[src/rtl/rx_idle_timeout_pkg.sv]
package rx_idle_timeout_pkg;
  localparam int unsigned RTO_W_DEF  = 8;
  localparam int unsigned FRAC_W_DEF = 2;

  typedef enum logic {
    TMR_IDLE = 1'b0,
    TMR_RUN  = 1'b1
  } tmr_state_e;
endpackage

[src/rtl/rx_idle_timeout_reload.sv]
module rx_idle_timeout_reload #(
  parameter int unsigned RTO_W  = 8,
  parameter int unsigned FRAC_W = 2,
  localparam int unsigned CNT_W = RTO_W + FRAC_W
) (
  input  logic [RTO_W-1:0] rto_i,
  input  logic             start_bit_i,
  input  logic             restart_i,
  output logic             reload_o,
  output logic             enabled_o,
  output logic [CNT_W-1:0] load_val_o
);
  // restart is level-qualified each cycle, no edge detect
  assign reload_o   = start_bit_i | restart_i;
  assign enabled_o  = |rto_i;
  assign load_val_o = {rto_i, {FRAC_W{1'b1}}};
endmodule

[src/rtl/rx_idle_timeout_cnt.sv]
module rx_idle_timeout_cnt
  import rx_idle_timeout_pkg::*;
#(
  parameter int unsigned CNT_W = 10
) (
  input  logic             clk_i,
  input  logic             rst_ni,
  input  logic             reload_i,
  input  logic             enabled_i,
  input  logic [CNT_W-1:0] load_val_i,
  input  logic             tick_i,
  output logic [CNT_W-1:0] cnt_o,
  output logic             expire_o
);
  tmr_state_e      state_q;
  logic [CNT_W-1:0] cnt_q;
  logic            last_step;

  assign last_step = (state_q == TMR_RUN) && tick_i && (cnt_q == CNT_W'(1));
  // reload has priority over a zero reach in the same cycle
  assign expire_o  = last_step && enabled_i && !reload_i;
  assign cnt_o     = cnt_q;

  always_ff @(posedge clk_i or negedge rst_ni) begin
    if (!rst_ni) begin
      state_q <= TMR_IDLE;
      cnt_q   <= '0;
    end else if (reload_i) begin
      if (enabled_i) begin
        state_q <= TMR_RUN;
        cnt_q   <= load_val_i;
      end else begin
        state_q <= TMR_IDLE;
        cnt_q   <= '0;
      end
    end else if (!enabled_i) begin
      state_q <= TMR_IDLE;
      cnt_q   <= '0;
    end else if (state_q == TMR_RUN && tick_i) begin
      cnt_q <= cnt_q - CNT_W'(1);
      if (cnt_q == CNT_W'(1)) state_q <= TMR_IDLE;
    end
  end
endmodule

[src/rtl/rx_idle_timeout_flag.sv]
module rx_idle_timeout_flag (
  input  logic clk_i,
  input  logic rst_ni,
  input  logic expire_i,
  input  logic clr_i,
  input  logic irq_en_i,
  output logic flag_o,
  output logic irq_o
);
  logic flag_q;

  // set beats clear so an expiry is never lost
  always_ff @(posedge clk_i or negedge rst_ni) begin
    if (!rst_ni)       flag_q <= 1'b0;
    else if (expire_i) flag_q <= 1'b1;
    else if (clr_i)    flag_q <= 1'b0;
  end

  assign flag_o = flag_q;
  assign irq_o  = flag_q & irq_en_i;
endmodule

[src/rtl/rx_idle_timeout.sv]
module rx_idle_timeout
  import rx_idle_timeout_pkg::*;
#(
  parameter int unsigned RTO_W  = RTO_W_DEF,
  parameter int unsigned FRAC_W = FRAC_W_DEF,
  localparam int unsigned CNT_W = RTO_W + FRAC_W
) (
  input  logic             clk_i,
  input  logic             rst_ni,
  input  logic [RTO_W-1:0] rto_i,
  input  logic             tick_i,
  input  logic             start_bit_i,
  input  logic             restart_i,
  input  logic             clr_i,
  input  logic             irq_en_i,
  output logic             timeout_o,
  output logic             irq_o
);
  logic             reload;
  logic             enabled;
  logic [CNT_W-1:0] load_val;
  logic [CNT_W-1:0] cnt_q;
  logic             expire;

  rx_idle_timeout_reload #(.RTO_W(RTO_W), .FRAC_W(FRAC_W)) u_reload (
    .rto_i       (rto_i),
    .start_bit_i (start_bit_i),
    .restart_i   (restart_i),
    .reload_o    (reload),
    .enabled_o   (enabled),
    .load_val_o  (load_val)
  );

  rx_idle_timeout_cnt #(.CNT_W(CNT_W)) u_cnt (
    .clk_i      (clk_i),
    .rst_ni     (rst_ni),
    .reload_i   (reload),
    .enabled_i  (enabled),
    .load_val_i (load_val),
    .tick_i     (tick_i),
    .cnt_o      (cnt_q),
    .expire_o   (expire)
  );

  rx_idle_timeout_flag u_flag (
    .clk_i    (clk_i),
    .rst_ni   (rst_ni),
    .expire_i (expire),
    .clr_i    (clr_i),
    .irq_en_i (irq_en_i),
    .flag_o   (timeout_o),
    .irq_o    (irq_o)
  );
endmodule

[config.mk]
export PLATFORM = sky130hd
export DESIGN_NAME = rx_idle_timeout
export DESIGN_NICKNAME = d
export VERILOG_FILES = /design/src/rtl/rx_idle_timeout_pkg.sv /design/src/rtl/rx_idle_timeout_reload.sv /design/src/rtl/rx_idle_timeout_cnt.sv /design/src/rtl/rx_idle_timeout_flag.sv /design/src/rtl/rx_idle_timeout.sv
export SDC_FILE = /design/constraint.sdc
export NUM_CORES = 1
export LEC_CHECK = 0
export ABC_AREA = 1
export BUFFER_PORTS_ARGS = -buffer_cell sky130_fd_sc_hd__buf_2
export CAP_MARGIN = 10
export CORE_AREA = 2 2 49 51
export DETAILED_ROUTE_END_ITERATION = 10
export DIE_AREA = 0 0 51 53
export PLACE_DENSITY = 0.68
export SLEW_MARGIN = 10
export SYNTH_ARGS = -nofsm -noshare
export SYNTH_HDL_FRONTEND = slang
export SYNTH_SLANG_ARGS = --single-unit
[constraint.sdc]
create_clock -name clk_i -period 1.28 [get_ports clk_i]
set_input_delay 0.256 -clock clk_i [delete_from_list [all_inputs] [get_ports clk_i]]
set_output_delay 0.256 -clock clk_i [all_outputs]
set_load 0.02 [all_outputs]
==> summary.txt, run 1 <==
Critical path
  • Crit-path max FO: 2
  • Critical path data required time: 1.49 ns
  • Endpoint class of the critical path: flop
  • Crit Path Category: reg -> reg
  • CP Data Arrival Time: 1.42 ns
  • Critical Path Start Type: flop

Synth
  • Yosys cell types: 25
  • Synthesized cell area: 912.1 µm²
  • Ys Warns: 0
  • Yosys top cell area share: 32.92%
  • Cells after synthesis: approximately 140
  • Sequential area share after synthesis: 32.92%
  • Commonest cells in the netlist: nand2_1, inv_1, dfrtp_1, nor2_1, nand3_1
  • Ys flop type: dfrtp_1
  • Cell with the most instances after synthesis: nand2_1
  • EDFF count, synth: 0
  • Synth area leader: dfrtp_1
  • Syn nets: 152
  • Asr flop ratio synth: 100.0%
  • Synth Area per Inst: roughly 6.8 µm²
  • Synth top area cells: dfrtp_1, nand2_1, inv_1
  • #FFs+latches synth: 12

Final layout
  • Multi-input logic area: 544.3 µm²
  • Layout cells sized above 1: 32.50%
  • Fillers: about 220
  • Final non-filler cell total: approximately 190
  • # diodes: 0
  • Area occupied by registers: around 300 µm²
  • P&R area growth vs syn: 23.05%
  • NumNets Final: ~180

STA
  • Period minus WS final: around 1.2 ns
  • Clk_skew: 0.001490 ns
  • Peak Freq: 823.5 MHz
  • Final period util: 94.87%
  • Slew HR: 80.16%
  • TNS Setup: 0 ns
  • Hold Vio Cnt, Final: 0
  • Worst-Margin Slew: 0.2976 ns
  • Max-slew violation count: 0
  • Setup violators final: 0
  • RSZ-0062 raised after global routing: true

GRT
  • Global-route wire length before repair: 3815 µm
  • Initial antenna violation count: 0
  • GRT overflow: 0
  • Largest net degree at the start of global routing: 13
  • Tot GR Track Use: 19.01%
  • Vias in the first global route: about 900

Detailed routing
  • DR pass1 iterations: 4
  • Initial DRC count: 30
  • Routed wire per std cell: ~12 µm
  • Vias/cell: 4.803
  • DRC: 0
  • Vias: approximately 900
  • Routed wire length: 2164 µm
  • Final ANT Viol Nets: 0

Floorplan
  • Core ar.: 0.002148 mm²
  • Core Rows: 17
  • Die height: 53 µm
  • I/O pins: 17
  • Die Area: 0.002703 mm²
  • Initial Util: approximately 42%
  • Die Width: a little over 50 µm

Power and ir drop
  • Power per cell area: 836.0 mW/mm²
  • Leakage: 0.6126 nW
  • Max VDD drop: 0.0004776 V

Placement
  • Dpl hpwl: 1594 µm
  • Port buffer count: 16
  • Gp weighted congestion: 0.9024
  • Dpl cells: 180

Worst hold path
  • Worst Hold Class: in -> reg

CTS
  • Clk buf depth: 2
  • Clock transition at path regs: 0.08 ns
  • CTS Buf Count: 3
  • H-tree levels: 1
  • CTS tree: done
  • CTS root buffer: clkbuf_4
  • Clk_lat worst skew: 0.28 ns
  • Clock sink total: 12

Status
  • Outcome: complete, no violations

Job
  • Maxcap violations: 0
## report_power, final
| part | total [W] | switching, W | internal, W | leakage (nW) |
|---|---|---|---|---|
| sequential | 0.000444 | 0.0000328 | 0.000411 | 0.138 |
| clock | 0.000251 | 0.000142 | 0.000109 | 0.0138 |
| combinational | 0.000243 | 0.000144 | 0.0000990 | 0.461 |
| total | 0.000938 | 0.000319 | 0.000619 | 0.613 |
## worst max-delay path: stages (launching register included)
cell	delay, ns
dfrtp_1	0.40
buf_4	0.14
ha_1	0.19
nand2_1	0.08
nor2_1	0.04
nand4_1	0.10
nand2_1	0.07
a21oi_1	0.12
## path summary, 6_finish.rpt
path / startpoint / endpoint / slack [ns] / cells after the start
max in group asynchronous: rst_ni / u_cnt.cnt_o[8] / 0.66 / 2
setup reg to reg: u_cnt.cnt_o[0] / u_cnt.state_q / 0.07 / 7
hold reg to reg: u_cnt.cnt_o[6] / u_cnt.cnt_o[6] / 0.54 / 2
hold / removal: clr_i / u_flag.flag_o / 0.17 / 2
setup / recovery: u_cnt.cnt_o[0] / u_cnt.state_q / 0.07 / 7
min in group asynchronous: rst_ni / u_cnt.cnt_o[3] / 0.39 / 2
## per-stage QoR
step / util (%) / total power (W) / cell area [µm²] / hold slack [ns] / worst slack (ns)
4_1_cts: 49.45 / 0.0009113 / 1062 / 0.1743 / -0.005220
5_1_grt: 52.24 / 0.001004 / 1122 / 0.1864 / -0.01724
2_1_floorplan: - / 0.0005923 / 912.1 / -0.03959 / 0.1185
3_3_place_gp: 47.82 / 0.0006568 / 1027 / 0.1630 / 0.03459
6_report: 52.24 / 0.0009383 / 1122 / 0.1732 / 0.06567
3_5_place_dp: 47.82 / 0.0006620 / 1027 / 0.1654 / -0.01129
## flip-flops by register name, indices dropped and copies added (netlist names)
| signal | cells |
|---|---|
| u_flag.flag_o | 1 |
| u_cnt.state_q | 1 |
| u_cnt.cnt_o | 10 |
## final cells by class
| cell class | instances | share of cell area [%] |
|---|---|---|
| Clock buffer | 3 | 2.007 |
| Inverter | 22 | 7.581 |
| Sequential cell | 12 | 26.76 |
| Timing Repair Buffer | 23 | 12.04 |
| Multi-Input combinational cell | 100 | 48.49 |
| Tap cell | 28 | 3.122 |
## placed cells by master (no fill, tap or decap), types with 2 or more instances in the layout
master	count
nand2_2	3
clkbuf_4	3
nand3_1	9
o21ai_1	6
dfrtp_1	12
nand2_1	47
a21oi_2	3
nor2_1	10
nor2_2	6
inv_2	6
buf_4	6
inv_1	15
buf_2	16
nor2_4	2
## metal layers
layer	track usage (%)	up-vias	part of all wire (%)
met2	33.98	26	51
met4	5.405	0	1.1
li1	-	468	-
met5	0	-	0
met1	23.78	405	43
met3	2.542	4	5.4
## cell families (layout without fill, tap and decap cells)
family	count (synthesis)	after routing	synth area share, %
AO/OA/AOI/OAI	14	14	9.740
XOR/XNOR	1	1	0.9604
adder cells (fa/ha/maj)	2	2	2.743
buffers and inverters	23	48	10.97
flip-flops	12	12	32.92
AND/OR/NAND/NOR	83	83	42.66
## what timing repair did
item / CTS / global route
hold endpoints to repair: 12 / 0
resized for setup: 3 / 9
setup buffers: 0 / 4
pin swaps: 0 / 6
setup endpoints to repair: 3 / 6
hold buffers: 1 / 0
No activity file was read; power rests on OpenSTA's default activity.
==> inputs of run 2 (changes only) <==
--- a/config.mk
+++ b/config.mk
@@ -11,7 +11,7 @@
 export CORE_AREA = 2 2 49 51
 export DETAILED_ROUTE_END_ITERATION = 10
 export DIE_AREA = 0 0 51 53
-export PLACE_DENSITY = 0.68
+export PLACE_DENSITY_LB_ADDON = 0.2
 export SLEW_MARGIN = 10
 export SYNTH_ARGS = -nofsm -noshare
 export SYNTH_HDL_FRONTEND = slang
==> run 2 against run 1 <==
Via count up 1.0%. Worst hold slack worse by 0.016 ns. Sequential power rose by 0.9%. Die area stayed put. Utilization rose by 1.8 points. Power grew 8.9%. First-iteration DRC count is 3.3% lower. Clock skew grew 0.0021 ns. Highest routed layer unchanged.
==> summary.txt, run 2 (synthesis results as in run 1) <==
Critical path
  • CP Data Arrival Time: 1.46 ns (+0.04 ns)
  • Critical path data required time: 1.50 ns (about the same)
  • Endpoint class of the critical path: flop
  • R2r startpoint: u_cnt.cnt_o[2]
  • Critical Path Start Type: flop
  • Internal reg-to-reg setup slack: 0.05 ns (-0.02 ns)
  • FF-to-FF End: u_cnt.cnt_o[9]
  • Crit Path Category: reg -> reg
  • Crit-path max FO: 4 (+2)
  • Register-to-Register Path Depth: 7 (unchanged)

Power and ir drop
  • Combinational share of power: 24.1% (-1.8 points)
  • Sw Share: 32.81% (-1.2 points)
  • Clk pwr share: 32.1% (+5.3 points)
  • Internal: 0.0006864 W (+11%)
  • Max VDD drop: 0.0004619 V (-3.3%)
  • Power per cell area: 879.8 mW/mm² (+5.2%)
  • Pwr Total: 0.001022 W (+8.9%)
  • Leakage: 0.6401 nW (+4.5%)
  • Seq pwr share: 43.8% (-3.5 points)
  • NetSw: 0.0003351 W (+5.0%)

STA
  • Worst-Margin Slew: 0.2924 ns (-0.005163 ns)
  • Clk_skew: 0.003613 ns (+0.002123 ns)
  • Slew HR: 80.50% (+0.34 points)
  • RSZ-0062 raised after global routing: true
  • Hold Vio Cnt, Final: 0 (unchanged)
  • Period minus WS final: 1.234 ns (+0.02009 ns)
  • Setup violators final: 0 (unchanged)
  • Final period util: 96.44% (+1.6 points)
  • Max-slew violation count: 0 (unchanged)
  • TNS Setup: 0 ns (unchanged)
  • Peak Freq: 810.1 MHz (-1.6%)

Placement
  • Dpl hpwl: 1723 µm (+8.1%)
  • Gp weighted congestion: 0.8750 (-3.0%)
  • Port buffer count: 16 (unchanged)

Final layout
  • Max FFs per register: 10 (unchanged)
  • Layout cells sized above 1: 34.57% (+2.1 points)
  • Commonest non-fill, non-tap cells in the layout: nand2_1, buf_2, inv_1
  • # diodes: 0 (unchanged)
  • NumNets Final: 180 (+0.56%)
  • P&R area growth vs syn: 27.30%
  • Commonest non-fill, non-tap cell in the layout: nand2_1

GRT
  • Global-route wire length before repair: 3739 µm (-2.0%)
  • GRT overflow: 0 (unchanged)
  • Largest net degree at the start of global routing: 13 (unchanged)
  • Vias in the first global route: 840 (-6.9%)
  • Tot GR Track Use: 19.29% (+0.28 points)
  • Initial antenna violation count: 0 (unchanged)

CTS
  • CTS Buf Count: 3 (unchanged)
  • Clock sink total: 12 (unchanged)
  • Clk_lat worst skew: 0.28 ns (about the same)
  • H-tree levels: 1 (unchanged)
  • CTS root buffer: clkbuf_4
  • CTS tree: done
  • Clock transition at path regs: 0.09 ns (about the same)
  • Clk buf depth: 2 (unchanged)

Worst hold path
  • Hold Path Stages: 2 (unchanged)
  • Worst hold start: clr_i
  • Worst Hold Class: in -> reg
  • Worst hold path endpoint: u_flag.flag_o

Detailed routing
  • Initial DRC count: 29 (-3.3%)
  • Routed wire per std cell: 11.84 µm (+2.9%)
  • DRC: 0 (unchanged)
  • Routed wire length: 2250 µm (+4.0%)
  • Vias/cell: 4.800 (about the same)
  • DR pass1 iterations: 4 (unchanged)
  • Final ANT Viol Nets: 0 (unchanged)
  • Vias: 912 (+1.0%)

Floorplan
  • Die height: 53 µm (unchanged)
  • Initial Util: 42.46% (unchanged)
  • Core Rows: 17 (unchanged)
  • I/O pins: 17 (unchanged)
  • Die Area: 0.002703 mm² (unchanged)
  • Die Width: 51 µm (unchanged)
  • Core ar.: 0.002148 mm² (unchanged)

Job
  • Maxcap violations: 0 (unchanged)

Status
  • Outcome: complete, no violations
[run 2: cell types whose count changed in the layout (fill, tap and decap cells not counted), sizes merged]
cell and change:
clkbuf +1, buf +1
[run 2: layer usage]
layer  vias to the layer above  track usage (%)  wire length [µm]
met2                        21            32.68              1165
met5                         -                0                 0
met3                         4            2.542                73
li1                        469                -                 -
met1                       418            24.04               973
met4                         0            9.459                37
[run 2: power by group through the flow]
stage,sequential (W),combinational (W),clock [W]
after floorplan,0.000442,0.000151,0
after global placement,0.000450,0.000211,0
after detailed placement,0.000450,0.000216,0
after CTS,0.000443,0.000221,0.000332
after global routing,0.000452,0.000282,0.000352
final,0.000448,0.000246,0.000328
[run 2: how the worst max path moves through the flow]
stage,end,startpoint,cells after the start,slack [ns]
CTS,u_cnt.cnt_o[6],u_cnt.cnt_o[1],8,0.01
detailed placement,u_cnt.cnt_o[6],u_cnt.cnt_o[0],8,-0.06
finish,u_cnt.cnt_o[9],u_cnt.cnt_o[2],7,0.05
global route,u_cnt.cnt_o[9],u_cnt.cnt_o[2],7,-0.04
global placement,u_cnt.cnt_o[6],u_cnt.cnt_o[0],8,-0.02
floorplan,u_cnt.cnt_o[4],u_cnt.cnt_o[0],10,0.12
[run 2: layout make-up]
class / instances / area, µm²
Fill cell: 230 / 987.2
Multi-Input combinational cell: 100 / 548.0
Sequential cell: 12 / 301.5
Timing Repair Buffer: 24 / 155.1
Inverter: 22 / 85.08
Clock buffer: 4 / 36.28
Tap cell: 28 / 35.03
[run 2: worst max-delay path, cell delays in order (launching register included)]
cell and delay (ns):
dfrtp_2 0.44, nor2_1 0.11, nand2_1 0.12, nor2_2 0.18
nand2_1 0.08, nand2_1 0.07, nand3_2 0.06, a21oi_2 0.11
[run 2: timing repair]
item | in CTS | in global routing
gates resized for setup | 3 | 10
pin swaps | 1 | 5
hold buffers | 1 | 0
endpoints found under the hold margin | 12 | 0
endpoints found under the setup margin | 3 | 7
setup buffers | 0 | 5
[run 2: per-stage QoR]
| step | instances | hold slack [ns] | utilization, % | setup slack [ns] | instance area [µm²] |
|---|---|---|---|---|---|
| finish | 190 | 0.1574 | 54.05 | 0.04557 | 1161 |
| global route | 190 | 0.1623 | 54.05 | -0.04327 | 1161 |
| detailed placement | 180 | 0.1637 | 48.40 | -0.05672 | 1040 |
| floorplan | 135 | -0.03959 | - | 0.1185 | 912.1 |
| global placement | 180 | 0.1601 | 48.40 | -0.02490 | 1040 |
| CTS | 185 | 0.1557 | 50.79 | 0.01124 | 1091 |
